**config.mk**
```make
export PLATFORM = sky130hd
export DESIGN_NAME = partDir
export DESIGN_NICKNAME = d
export VERILOG_FILES = /design/src/rtl/partDirPkg.sv /design/src/rtl/partDirData.sv /design/src/rtl/partDirCtrl.sv /design/src/rtl/partDir.sv
export SDC_FILE = /design/constraint.sdc
export NUM_CORES = 1
export LEC_CHECK = 0
export BUFFER_PORTS_ARGS = -buffer_cell sky130_fd_sc_hd__buf_2
export CAP_MARGIN = 10
export CORE_MARGIN = 4
export CORE_UTILIZATION = 40
export CTS_BUF_LIST = sky130_fd_sc_hd__clkbuf_4 sky130_fd_sc_hd__clkbuf_8
export CTS_CLUSTER_DIAMETER = 120
export DETAILED_ROUTE_END_ITERATION = 7
export MAX_ROUTING_LAYER = met4
export PLACE_DENSITY = 0.65
export SLEW_MARGIN = 20
export SYNTH_ARGS = -nofsm -noshare
export SYNTH_HDL_FRONTEND = slang
export SYNTH_SLANG_ARGS = --single-unit
```
**constraint.sdc**
```tcl
create_clock -name clk -period 4.7 [get_ports clk]
set_input_delay 0.47 -clock clk [delete_from_list [all_inputs] [get_ports clk]]
set_output_delay 0.47 -clock clk [all_outputs]
set_load 0.01 [all_outputs]
```
**src/rtl/partDirPkg.sv**
```systemverilog
package partDirPkg;

  // Strobes sent from the control half to the storage half each cycle.
  typedef struct packed {
    logic lookup;   // a request is being looked up
    logic fill;     // write tag and valid into the chosen way
    logic bumpPtr;  // update the replacement pointer of the requester's slice
  } dirStrobe_t;

  // Index width that never collapses to zero bits.
  function automatic int idxWidth(int n);
    return (n > 1) ? $clog2(n) : 1;
  endfunction

endpackage

```
**src/rtl/partDirData.sv**
```systemverilog
module partDirData
  import partDirPkg::*;
#(
  parameter int NUM_CORES     = 2,
  parameter int WAYS_PER_CORE = 2,
  parameter int NUM_SETS      = 8,
  parameter int TAG_W         = 14,
  localparam int TOTAL_WAYS   = NUM_CORES * WAYS_PER_CORE,
  localparam int CORE_W       = idxWidth(NUM_CORES),
  localparam int WAY_W        = idxWidth(TOTAL_WAYS),
  localparam int LOCAL_W      = idxWidth(WAYS_PER_CORE),
  localparam int SET_W        = idxWidth(NUM_SETS)
) (
  input  logic                             clk,
  input  logic                             rst,
  input  dirStrobe_t                       strobe,
  input  logic [CORE_W-1:0]                lkCore,
  input  logic [SET_W-1:0]                 lkSet,
  input  logic [TAG_W-1:0]                 lkTag,
  input  logic [WAY_W-1:0]                 wrWay,
  input  logic [LOCAL_W-1:0]               newPtr,
  output logic [TOTAL_WAYS-1:0]            hitVec,
  output logic [TOTAL_WAYS-1:0]            rdValid,
  output logic [TOTAL_WAYS-1:0][TAG_W-1:0] rdTags,
  output logic [LOCAL_W-1:0]               rdPtr
);

  logic [TAG_W-1:0]                       tagMem   [NUM_SETS][TOTAL_WAYS];
  logic [TOTAL_WAYS-1:0]                  validMem [NUM_SETS];
  logic [NUM_CORES-1:0][LOCAL_W-1:0]      ptrMem   [NUM_SETS];

  // Valid bits and pointers: cleared by reset, written on a miss only.
  always_ff @(posedge clk) begin
    if (rst) begin
      for (int s = 0; s < NUM_SETS; s++) begin
        validMem[s] <= '0;
        ptrMem[s]   <= '0;
      end
    end else begin
      if (strobe.fill)    validMem[lkSet][wrWay]  <= 1'b1;
      if (strobe.bumpPtr) ptrMem[lkSet][lkCore]   <= newPtr;
    end
  end

  // Tag storage needs no reset; valid bits qualify it.
  always_ff @(posedge clk) begin
    if (strobe.fill) tagMem[lkSet][wrWay] <= lkTag;
  end

  assign rdValid = validMem[lkSet];
  assign rdPtr   = ptrMem[lkSet][lkCore];

  // One comparator per way, across every slice of the set.
  for (genvar w = 0; w < TOTAL_WAYS; w++) begin : g_way
    assign rdTags[w] = tagMem[lkSet][w];
    assign hitVec[w] = validMem[lkSet][w] && (tagMem[lkSet][w] == lkTag);
  end

  AST_NO_DUP_COPY: assert property (@(posedge clk) disable iff (rst)
    strobe.lookup |-> $onehot0(hitVec))
    else $error("line held in more than one way");

  AST_FILL_ONLY_ON_MISS: assert property (@(posedge clk) disable iff (rst)
    strobe.fill |-> (hitVec == '0))
    else $error("fill issued while line is present");

  AST_FILL_OWN_PART: assert property (@(posedge clk) disable iff (rst)
    strobe.fill |-> ((int'(wrWay) / WAYS_PER_CORE) == int'(lkCore)))
    else $error("fill outside requester slice");

  AST_FILL_SETS_VALID: assert property (@(posedge clk) disable iff (rst)
    strobe.fill |=> (rdValid != '0 || $past(lkSet) != lkSet))
    else $error("filled way not valid afterwards");

endmodule

```
**src/rtl/partDirCtrl.sv**
```systemverilog
module partDirCtrl
  import partDirPkg::*;
#(
  parameter int NUM_CORES     = 2,
  parameter int WAYS_PER_CORE = 2,
  parameter int TAG_W         = 14,
  localparam int TOTAL_WAYS   = NUM_CORES * WAYS_PER_CORE,
  localparam int CORE_W       = idxWidth(NUM_CORES),
  localparam int WAY_W        = idxWidth(TOTAL_WAYS),
  localparam int LOCAL_W      = idxWidth(WAYS_PER_CORE)
) (
  input  logic                             clk,
  input  logic                             rst,
  input  logic                             reqValid,
  input  logic [CORE_W-1:0]                reqCore,
  input  logic [TOTAL_WAYS-1:0]            hitVec,
  input  logic [TOTAL_WAYS-1:0]            rdValid,
  input  logic [TOTAL_WAYS-1:0][TAG_W-1:0] rdTags,
  input  logic [LOCAL_W-1:0]               rdPtr,
  output dirStrobe_t                       strobe,
  output logic [WAY_W-1:0]                 wrWay,
  output logic [LOCAL_W-1:0]               newPtr,
  output logic                             respValid,
  output logic                             respHit,
  output logic [WAY_W-1:0]                 respHitWay,
  output logic [CORE_W-1:0]                respOwnerPart,
  output logic [WAY_W-1:0]                 respVictimWay,
  output logic                             respEvictValid,
  output logic [TAG_W-1:0]                 respEvictTag
);

  logic               hitAny;
  logic [WAY_W-1:0]   hitIdx;
  logic [CORE_W-1:0]  hitOwner;
  logic [WAY_W-1:0]   partBase;
  logic               freeAny;
  logic [LOCAL_W-1:0] freeIdx;
  logic [LOCAL_W-1:0] victimLocal;
  logic [WAY_W-1:0]   victimWay;

  assign hitAny = |hitVec;

  // Lowest matching way; at most one matches in a consistent directory.
  always_comb begin
    hitIdx = '0;
    for (int w = TOTAL_WAYS - 1; w >= 0; w--) begin
      if (hitVec[w]) hitIdx = WAY_W'(w);
    end
  end

  assign hitOwner = CORE_W'(int'(hitIdx) / WAYS_PER_CORE);
  assign partBase = WAY_W'(int'(reqCore) * WAYS_PER_CORE);

  // Lowest invalid way inside the requester's slice.
  always_comb begin
    freeAny = 1'b0;
    freeIdx = '0;
    for (int l = WAYS_PER_CORE - 1; l >= 0; l--) begin
      if (!rdValid[int'(partBase) + l]) begin
        freeAny = 1'b1;
        freeIdx = LOCAL_W'(l);
      end
    end
  end

  assign victimLocal = freeAny ? freeIdx : rdPtr;
  assign victimWay   = partBase + WAY_W'(victimLocal);
  assign newPtr      = (int'(victimLocal) == WAYS_PER_CORE - 1) ? '0
                                                                : victimLocal + LOCAL_W'(1);
  assign wrWay       = victimWay;

  always_comb begin
    strobe.lookup  = reqValid;
    strobe.fill    = reqValid && !hitAny;
    strobe.bumpPtr = reqValid && !hitAny;
  end

  // Response register: answer appears one cycle after the request.
  always_ff @(posedge clk) begin
    if (rst) begin
      respValid      <= 1'b0;
      respHit        <= 1'b0;
      respHitWay     <= '0;
      respOwnerPart  <= '0;
      respVictimWay  <= '0;
      respEvictValid <= 1'b0;
      respEvictTag   <= '0;
    end else begin
      respValid <= reqValid;
      if (reqValid) begin
        respHit <= hitAny;
        if (hitAny) begin
          respHitWay     <= hitIdx;
          respOwnerPart  <= hitOwner;
          respVictimWay  <= '0;
          respEvictValid <= 1'b0;
          respEvictTag   <= '0;
        end else begin
          respHitWay     <= '0;
          respOwnerPart  <= reqCore;
          respVictimWay  <= victimWay;
          respEvictValid <= rdValid[victimWay];
          respEvictTag   <= rdValid[victimWay] ? rdTags[victimWay] : '0;
        end
      end
    end
  end

  AST_CORE_IN_RANGE: assert property (@(posedge clk) disable iff (rst)
    reqValid |-> (int'(reqCore) < NUM_CORES))
    else $error("core number out of range");

  AST_RESP_AFTER_REQ: assert property (@(posedge clk) disable iff (rst)
    reqValid |=> respValid)
    else $error("response missing after request");

  AST_VICTIM_IN_OWN_PART: assert property (@(posedge clk) disable iff (rst)
    (respValid && !respHit) |-> ((int'(respVictimWay) / WAYS_PER_CORE) == int'($past(reqCore))))
    else $error("victim outside requester slice");

  AST_HIT_NO_EVICT: assert property (@(posedge clk) disable iff (rst)
    (respValid && respHit) |-> (!respEvictValid && respVictimWay == '0))
    else $error("eviction reported on a hit");

endmodule

```
**src/rtl/partDir.sv**
```systemverilog
module partDir
  import partDirPkg::*;
#(
  parameter int NUM_CORES     = 2,
  parameter int WAYS_PER_CORE = 2,
  parameter int NUM_SETS      = 8,
  parameter int LINE_BYTES    = 64,
  parameter int ADDR_W        = 23,
  localparam int TOTAL_WAYS   = NUM_CORES * WAYS_PER_CORE,
  localparam int CORE_W       = idxWidth(NUM_CORES),
  localparam int WAY_W        = idxWidth(TOTAL_WAYS),
  localparam int LOCAL_W      = idxWidth(WAYS_PER_CORE),
  localparam int OFF_W        = idxWidth(LINE_BYTES),
  localparam int SET_W        = idxWidth(NUM_SETS),
  localparam int TAG_W        = ADDR_W - OFF_W - SET_W
) (
  input  logic              clk,
  input  logic              rst,
  input  logic              reqValid,
  input  logic [CORE_W-1:0] reqCore,
  input  logic [ADDR_W-1:0] reqAddr,
  output logic              respValid,
  output logic              respHit,
  output logic [WAY_W-1:0]  respHitWay,
  output logic [CORE_W-1:0] respOwnerPart,
  output logic [WAY_W-1:0]  respVictimWay,
  output logic              respEvictValid,
  output logic [TAG_W-1:0]  respEvictTag
);

  dirStrobe_t                       strobe;
  logic [SET_W-1:0]                 lkSet;
  logic [TAG_W-1:0]                 lkTag;
  logic [WAY_W-1:0]                 wrWay;
  logic [LOCAL_W-1:0]               newPtr;
  logic [TOTAL_WAYS-1:0]            hitVec;
  logic [TOTAL_WAYS-1:0]            rdValid;
  logic [TOTAL_WAYS-1:0][TAG_W-1:0] rdTags;
  logic [LOCAL_W-1:0]               rdPtr;
  logic                             unusedOffsetBits;

  assign lkSet            = reqAddr[OFF_W +: SET_W];
  assign lkTag            = reqAddr[ADDR_W-1 -: TAG_W];
  assign unusedOffsetBits = ^reqAddr[OFF_W-1:0];

  partDirData #(
    .NUM_CORES    (NUM_CORES),
    .WAYS_PER_CORE(WAYS_PER_CORE),
    .NUM_SETS     (NUM_SETS),
    .TAG_W        (TAG_W)
  ) uData (
    .clk    (clk),
    .rst    (rst),
    .strobe (strobe),
    .lkCore (reqCore),
    .lkSet  (lkSet),
    .lkTag  (lkTag),
    .wrWay  (wrWay),
    .newPtr (newPtr),
    .hitVec (hitVec),
    .rdValid(rdValid),
    .rdTags (rdTags),
    .rdPtr  (rdPtr)
  );

  partDirCtrl #(
    .NUM_CORES    (NUM_CORES),
    .WAYS_PER_CORE(WAYS_PER_CORE),
    .TAG_W        (TAG_W)
  ) uCtrl (
    .clk           (clk),
    .rst           (rst),
    .reqValid      (reqValid),
    .reqCore       (reqCore),
    .hitVec        (hitVec),
    .rdValid       (rdValid),
    .rdTags        (rdTags),
    .rdPtr         (rdPtr),
    .strobe        (strobe),
    .wrWay         (wrWay),
    .newPtr        (newPtr),
    .respValid     (respValid),
    .respHit       (respHit),
    .respHitWay    (respHitWay),
    .respOwnerPart (respOwnerPart),
    .respVictimWay (respVictimWay),
    .respEvictValid(respEvictValid),
    .respEvictTag  (respEvictTag)
  );

endmodule

```
# == After elaboration in Yosys (flattened, before gate mapping) ==
# Memory sizes are Yosys's and may differ from the RTL's.
# Cells that the tools add are included.
# classes
addsub,3
n_lt_le_gt_ge,8
n_eq_ne,4
mux,45
n_bitwise,1
n_reduce_logical,12
# op_table
cell,n
$eq 14x14->1,4
$mux 14,4
$mux 56,1
$lt 32x4->1 const B,1
$bmux 14 s2,1
$demux 14 s2,1
$mux 1,20
$mux 2,9
$mux 4,3
$logic_and 1x1->1,8
$reduce_or 4->1,2
$lt 2x3->1 const B,2
$mux 3,2
$bmux 1 s2,2
$add 2x1->3 const B,1
$ge 3x3->1 const B,1
$lt 3x1->1 const B,1
$not 2->3,1
$add 2x1->2,1
$demux 1 s2,1
$ge 2x1->1 const B,1
$lt 1x2->1 const B,1
$reduce_or 2->1,1
$add 1x1->1 const B,1
other kinds (3),3
# word_totals
register_bits,22
ram_bits,496
inputBits,27
out_inout_bits,22
wordCells,83
n_memories,3
# memory_table
name,words,word_bits,rd,rd_ports_with_merged_regs,wr,line_no,rtl
uData.tagMem,8,56,1,0,1,partDirData.sv:28,logic [TAG_W-1:0] tagMem [NUM_SETS][TOTAL_WAYS];
uData.validMem,8,4,1,0,8,partDirData.sv:29,logic [TOTAL_WAYS-1:0] validMem [NUM_SETS];
uData.ptrMem,8,2,1,0,8,partDirData.sv:30,logic [NUM_CORES-1:0][LOCAL_W-1:0] ptrMem [NUM_SETS];

# == Longest topological paths before layout ==
# logic_depth
ltp_word,15
ltp_mapped,16
ltp_nobuf,8

# == Hierarchy ==
# Synthesis repeated with hierarchy kept, for this count alone.
# hier_totals
cells_unflattened,1184
hier_area_um2,21102.7
# by_module_without_submodules
module,n_inst,cells_per_inst,area_each_um2,seq_area_each_um2
partDirData,1,1053,19822.8,14574.0
partDirCtrl,1,131,1280.0,440.4

# == Worst setup path before layout ==
# No wires, ideal clock.
# synth_timing
path_kind,input to register
start,input reqAddr[7]
end,"memory uData.tagMem[3][14] in the netlist's numbering, enable pin"
setup_time_ns,0.421
t_arrival_ns,4.099
required_ns,4.279
setup_slack_ns,0.180
stages,13
n_path_buf,5
cell_sequence,buf_2 buf_6 buf_2 buf_2 mux4_2 nand2_1 nand2_1 xnor2_1 and4_1 nand4_1 nand4_4 buf_2 nor4_1
# synth_between
elab_chain_cells,14
word_cells_on_any_way,34
cone_classes,add/sub: 1; order compare: 2; eq/ne: 4; mux: 15; bitwise: 1; reduce/logical: 8; memory: 3
# synth_lines
element,line_no,rtl
start: declaration,partDir.sv:21,"input logic [ADDR_W-1:0] reqAddr,"
$mem_v2 8x4,--,
$bmux 1 s2,partDirCtrl.sv:59,if (!rdValid[int'(partBase) + l]) begin
$mux 1 (implied by the code) (2 in series),partDirCtrl.sv:59,
$mux 1 (2 in series),partDirCtrl.sv:59,
$mux 1,partDirCtrl.sv:66,assign victimLocal = freeAny ? freeIdx : rdPtr;
$add 2x1->2,partDirCtrl.sv:67,assign victimWay = partBase + WAY_W'(victimLocal);
$not 2->3 (implied by the code),partDirData.sv:47,if (strobe.fill) tagMem[lkSet][wrWay] <= lkTag;
$ge 3x3->1 (implied by the code) / $lt 3x1->1 (equally long branches),partDirData.sv:47,
$logic_and 1x1->1 (implied by the code),partDirData.sv:47,
$mux 14 (implied by the code),partDirData.sv:47,
$demux 14 s2,partDirData.sv:47,
$mux 56 (implied by the code),partDirData.sv:47,
end: declaration,partDirData.sv:28,
# Parallel ways exist; a longest one is shown, timed or not. The select of a mux whose other input is x is not followed.

# == Final worst setup path ==
# layout_timing
start,input reqAddr[8]
end,"memory uData.tagMem[4][31] in the netlist's numbering, enable pin"
# The elaborated chain is that of the path after synthesis.

==> metrics.md <==
| Metric | Value |
|---|---|
| Number of top-level pins | `49` |
| Flops & latches, synth | `518` |
| Chip width | `242 um` |
| IR drop worst, VDD | `0.000154 V` |
| Post-CTS Hold Buffers | `0` |
| Syn Inst Count | `1418` |
| Critical Path Fanout Max | `57` |
| First-pass GRT wire length | `90000 um` |
| Largest net degree at the start of global routing | `60` |
| Synth top area share | `0.634` |
| Fin nets | `1592` |
| Most common cell in the netlist | `edfxtp_1` |
| Filler instances | `4621` |
| Startpoint types | `primary input` |
| Vias in the first global route | `13600` |
| Worst-Skew Late Latency | `0.68 ns` |
| Syn_nets | `1445` |
| P_leak | `0.00853 uW` |
| Final setup violation count | `0` |
| CP required | `5.05 ns` |
| Crit path time final | `3.80 ns` |
| Initial core utilization | `0.406` |
| Reg area | `15000 um2` |
| 1st-iter DRT viols | `1499` |
| Slew HR | `0.358` |
| Sum Neg Setup Slack | `0 ns` |
| Initial antenna violation count | `3` |
| Hold Vio Cnt, Final | `0` |
| Fmax | `263 MHz` |
| Leading area contributor after synthesis | `edfxtp_1` |
| Avg Cell Area, Syn | `15.5 um2` |
| Max Slew Vio Count | `0` |
| Final core occ | `0.470` |
| CP arrival | `4.15 ns` |
| H-tree depth | `3` |
| Syn-to-layout area delta | `15.7%` |
| Status | `complete, no violations` |
| CTS tree | `yes` |
| Ys flop type | `edfxtp_1` |
| Slew @ Worst Pin | `0.963 ns` |
| Fin crit share | `0.808` |
| Syn Std Cell Area | `22000 um2` |
| DPL Wire Length | `39100 um` |
| Most instantiated cells after synthesis | `464 x edfxtp_1, 79 x mux2i_1, 56 x mux2_2, 56 x nor2_1, 55 x nand2_1` |
| Die H | `242 um` |
| EDFF count, synth | `464` |
| Overall Global Routing Usage | `0.213` |
| Residual DRC count | `0` |
| Root Buffer | `clkbuf_8` |
| Routed vias/inst | `5.88` |
| Gr ovfl total | `0` |
| Placed Area | `23900 um2` |
| Detailed-route via count | `13600` |
| Routability cong. | `0.985` |
| Die area | `58800 um2` |
| Skew final | `0.0445 ns` |
| Clock transition at path regs | `0.05 ns` |
| Layout cells sized above 1 | `0.275` |
| TritonCTS Buffers | `83` |
| Area of the multi-input gates | `6440 um2` |
| Netlist cell types | `77` |
| Synth warnings | `0` |
| Sink Count | `518` |
| PD cells | `374 nW/um2` |
| Final WL | `62100 um` |
| Cell row count | `85` |
| Final ANT Viol Nets | `0` |
| Post-CTS Resized | `0` |
| TritonRoute pass-1 iters | `6` |
| RSZ-0062 raised after global routing | `no` |
| Post-synthesis sequential area ratio | `0.683` |
| CTS max path bufs | `3` |
| Final Cell Area | `25400 um2` |
| Max-cap violations | `0` |
| DR WL/cell | `26.8 um` |
| Async S/R FF share, synth | `0` |
| Core area | `54100 um2` |
| I/O Buffers | `42` |
| Post-CTS Setup Inserts | `0` |
| Synth top area cells | `edfxtp_1 63%, dfxtp_1 4.9%, mux2i_1 3.6%` |
| Critical path class | `primary input to flip-flop` |
| Crit. End Element | `flip-flop` |
| Type of the worst min-delay path | `primary input to flip-flop` |
## path summary, 6_finish.rpt
| path | from | endpoint | slack (ns) | depth (start not counted) |
|---|---|---|---|---|
| hold / removal | reqValid | uCtrl.respHit$_SDFFE_PP0P_ | 0.13 | 2 |
| hold reg to reg | uCtrl.respEvictValid$_SDFFE_PP0P_ | uCtrl.respEvictValid$_SDFFE_PP0P_ | 0.44 | 2 |
| setup / recovery | reqAddr[8] | uData.tagMem[4][31]$_DFFE_PP_ | 0.90 | 12 |
| setup reg to reg | uData.tagMem[4][5]$_DFFE_PP_ | uData.tagMem[4][31]$_DFFE_PP_ | 1.20 | 10 |
## critical path, stage by stage
cell,delay (ns)
buf_6,0.49
buf_4,0.35
mux2_2,0.36
a221oi_1,0.31
o22ai_1,0.24
xor2_1,0.30
nor2_1,0.11
nand4_1,0.25
nand4_4,0.26
buf_12,0.25
nor4_2,0.41
buf_4,0.28
## cells in the final DEF (no fill, tap or decap), types with 15 or more instances in the layout
master / n
clkbuf_4: 20
mux2i_1: 79
clkbuf_8: 92
o211ai_1: 15
dfxtp_1: 54
nand2b_1: 22
buf_12: 25
nand2_1: 55
inv_1: 20
mux4_2: 35
xnor2_1: 22
a221o_1: 18
buf_4: 102
nand3_1: 44
o41ai_1: 16
a221oi_1: 20
nor2_1: 56
a22oi_1: 32
edfxtp_1: 464
xor2_1: 27
clkinv_1: 18
mux2_2: 56
o22ai_1: 48
nor4_2: 29
buf_2: 39
## cell families after synthesis
| logic type | count (synthesis) | synth area share |
|---|---|---|
| buf+inv | 129 | 0.0327 |
| simple gates | 293 | 0.0715 |
| flops | 518 | 0.683 |
| mux | 172 | 0.102 |
| xor+xnor | 49 | 0.0195 |
| compound gates | 257 | 0.0916 |
## registers in the layout, summed over array words and instances, names as in the netlist
name                  count
uData.validMem           32
uData.tagMem            448
uCtrl.respOwnerPart       1
uCtrl.respHitWay          2
uCtrl.respVictimWay       2
uCtrl.respEvictTag       14
uCtrl.respHit             1
uData.ptrMem             16
uCtrl.respEvictValid      1
uCtrl.respValid           1
## per-layer routing
| layer | up-vias | part of all wire | global-route usage |
|---|---|---|---|
| met5 | - | 0 | - |
| met4 | 0 | 0.028 | 0.0717 |
| met3 | 110 | 0.083 | 0.0549 |
| met2 | 580 | 0.46 | 0.322 |
| met1 | 6953 | 0.43 | 0.283 |
| li1 | 5983 | - | - |
## layout make-up
class | count | area share
sequential | 518 | 0.590
multi-input combinational | 771 | 0.253
timing repair buffer | 167 | 0.0579
clock buffer | 112 | 0.0557
tap | 696 | 0.0342
clock inverter | 27 | 0.00502
inverter | 24 | 0.00359
antenna | 3 | 0.000295
## stage by stage
step / cells / power [uW] / hold slack (ns) / setup slack [ns]
floorplan: 1418 / 5600 / 0.420 / 0.180
global placement: 2176 / 5930 / 0.434 / 0.330
detailed placement: 2176 / 5940 / 0.440 / 0.321
CTS: 2315 / 9580 / 0.0682 / 1.02
global route: 2318 / 9850 / 0.109 / 0.786
finish: 2318 / 9510 / 0.130 / 0.901
## power by group
group | internal [uW] | total (uW) | switching (uW)
registers | 5060 | 5070 | 12.9
logic | 274 | 790 | 516
clock network | 1940 | 3640 | 1710
Power figures use the tool's default switching activity.
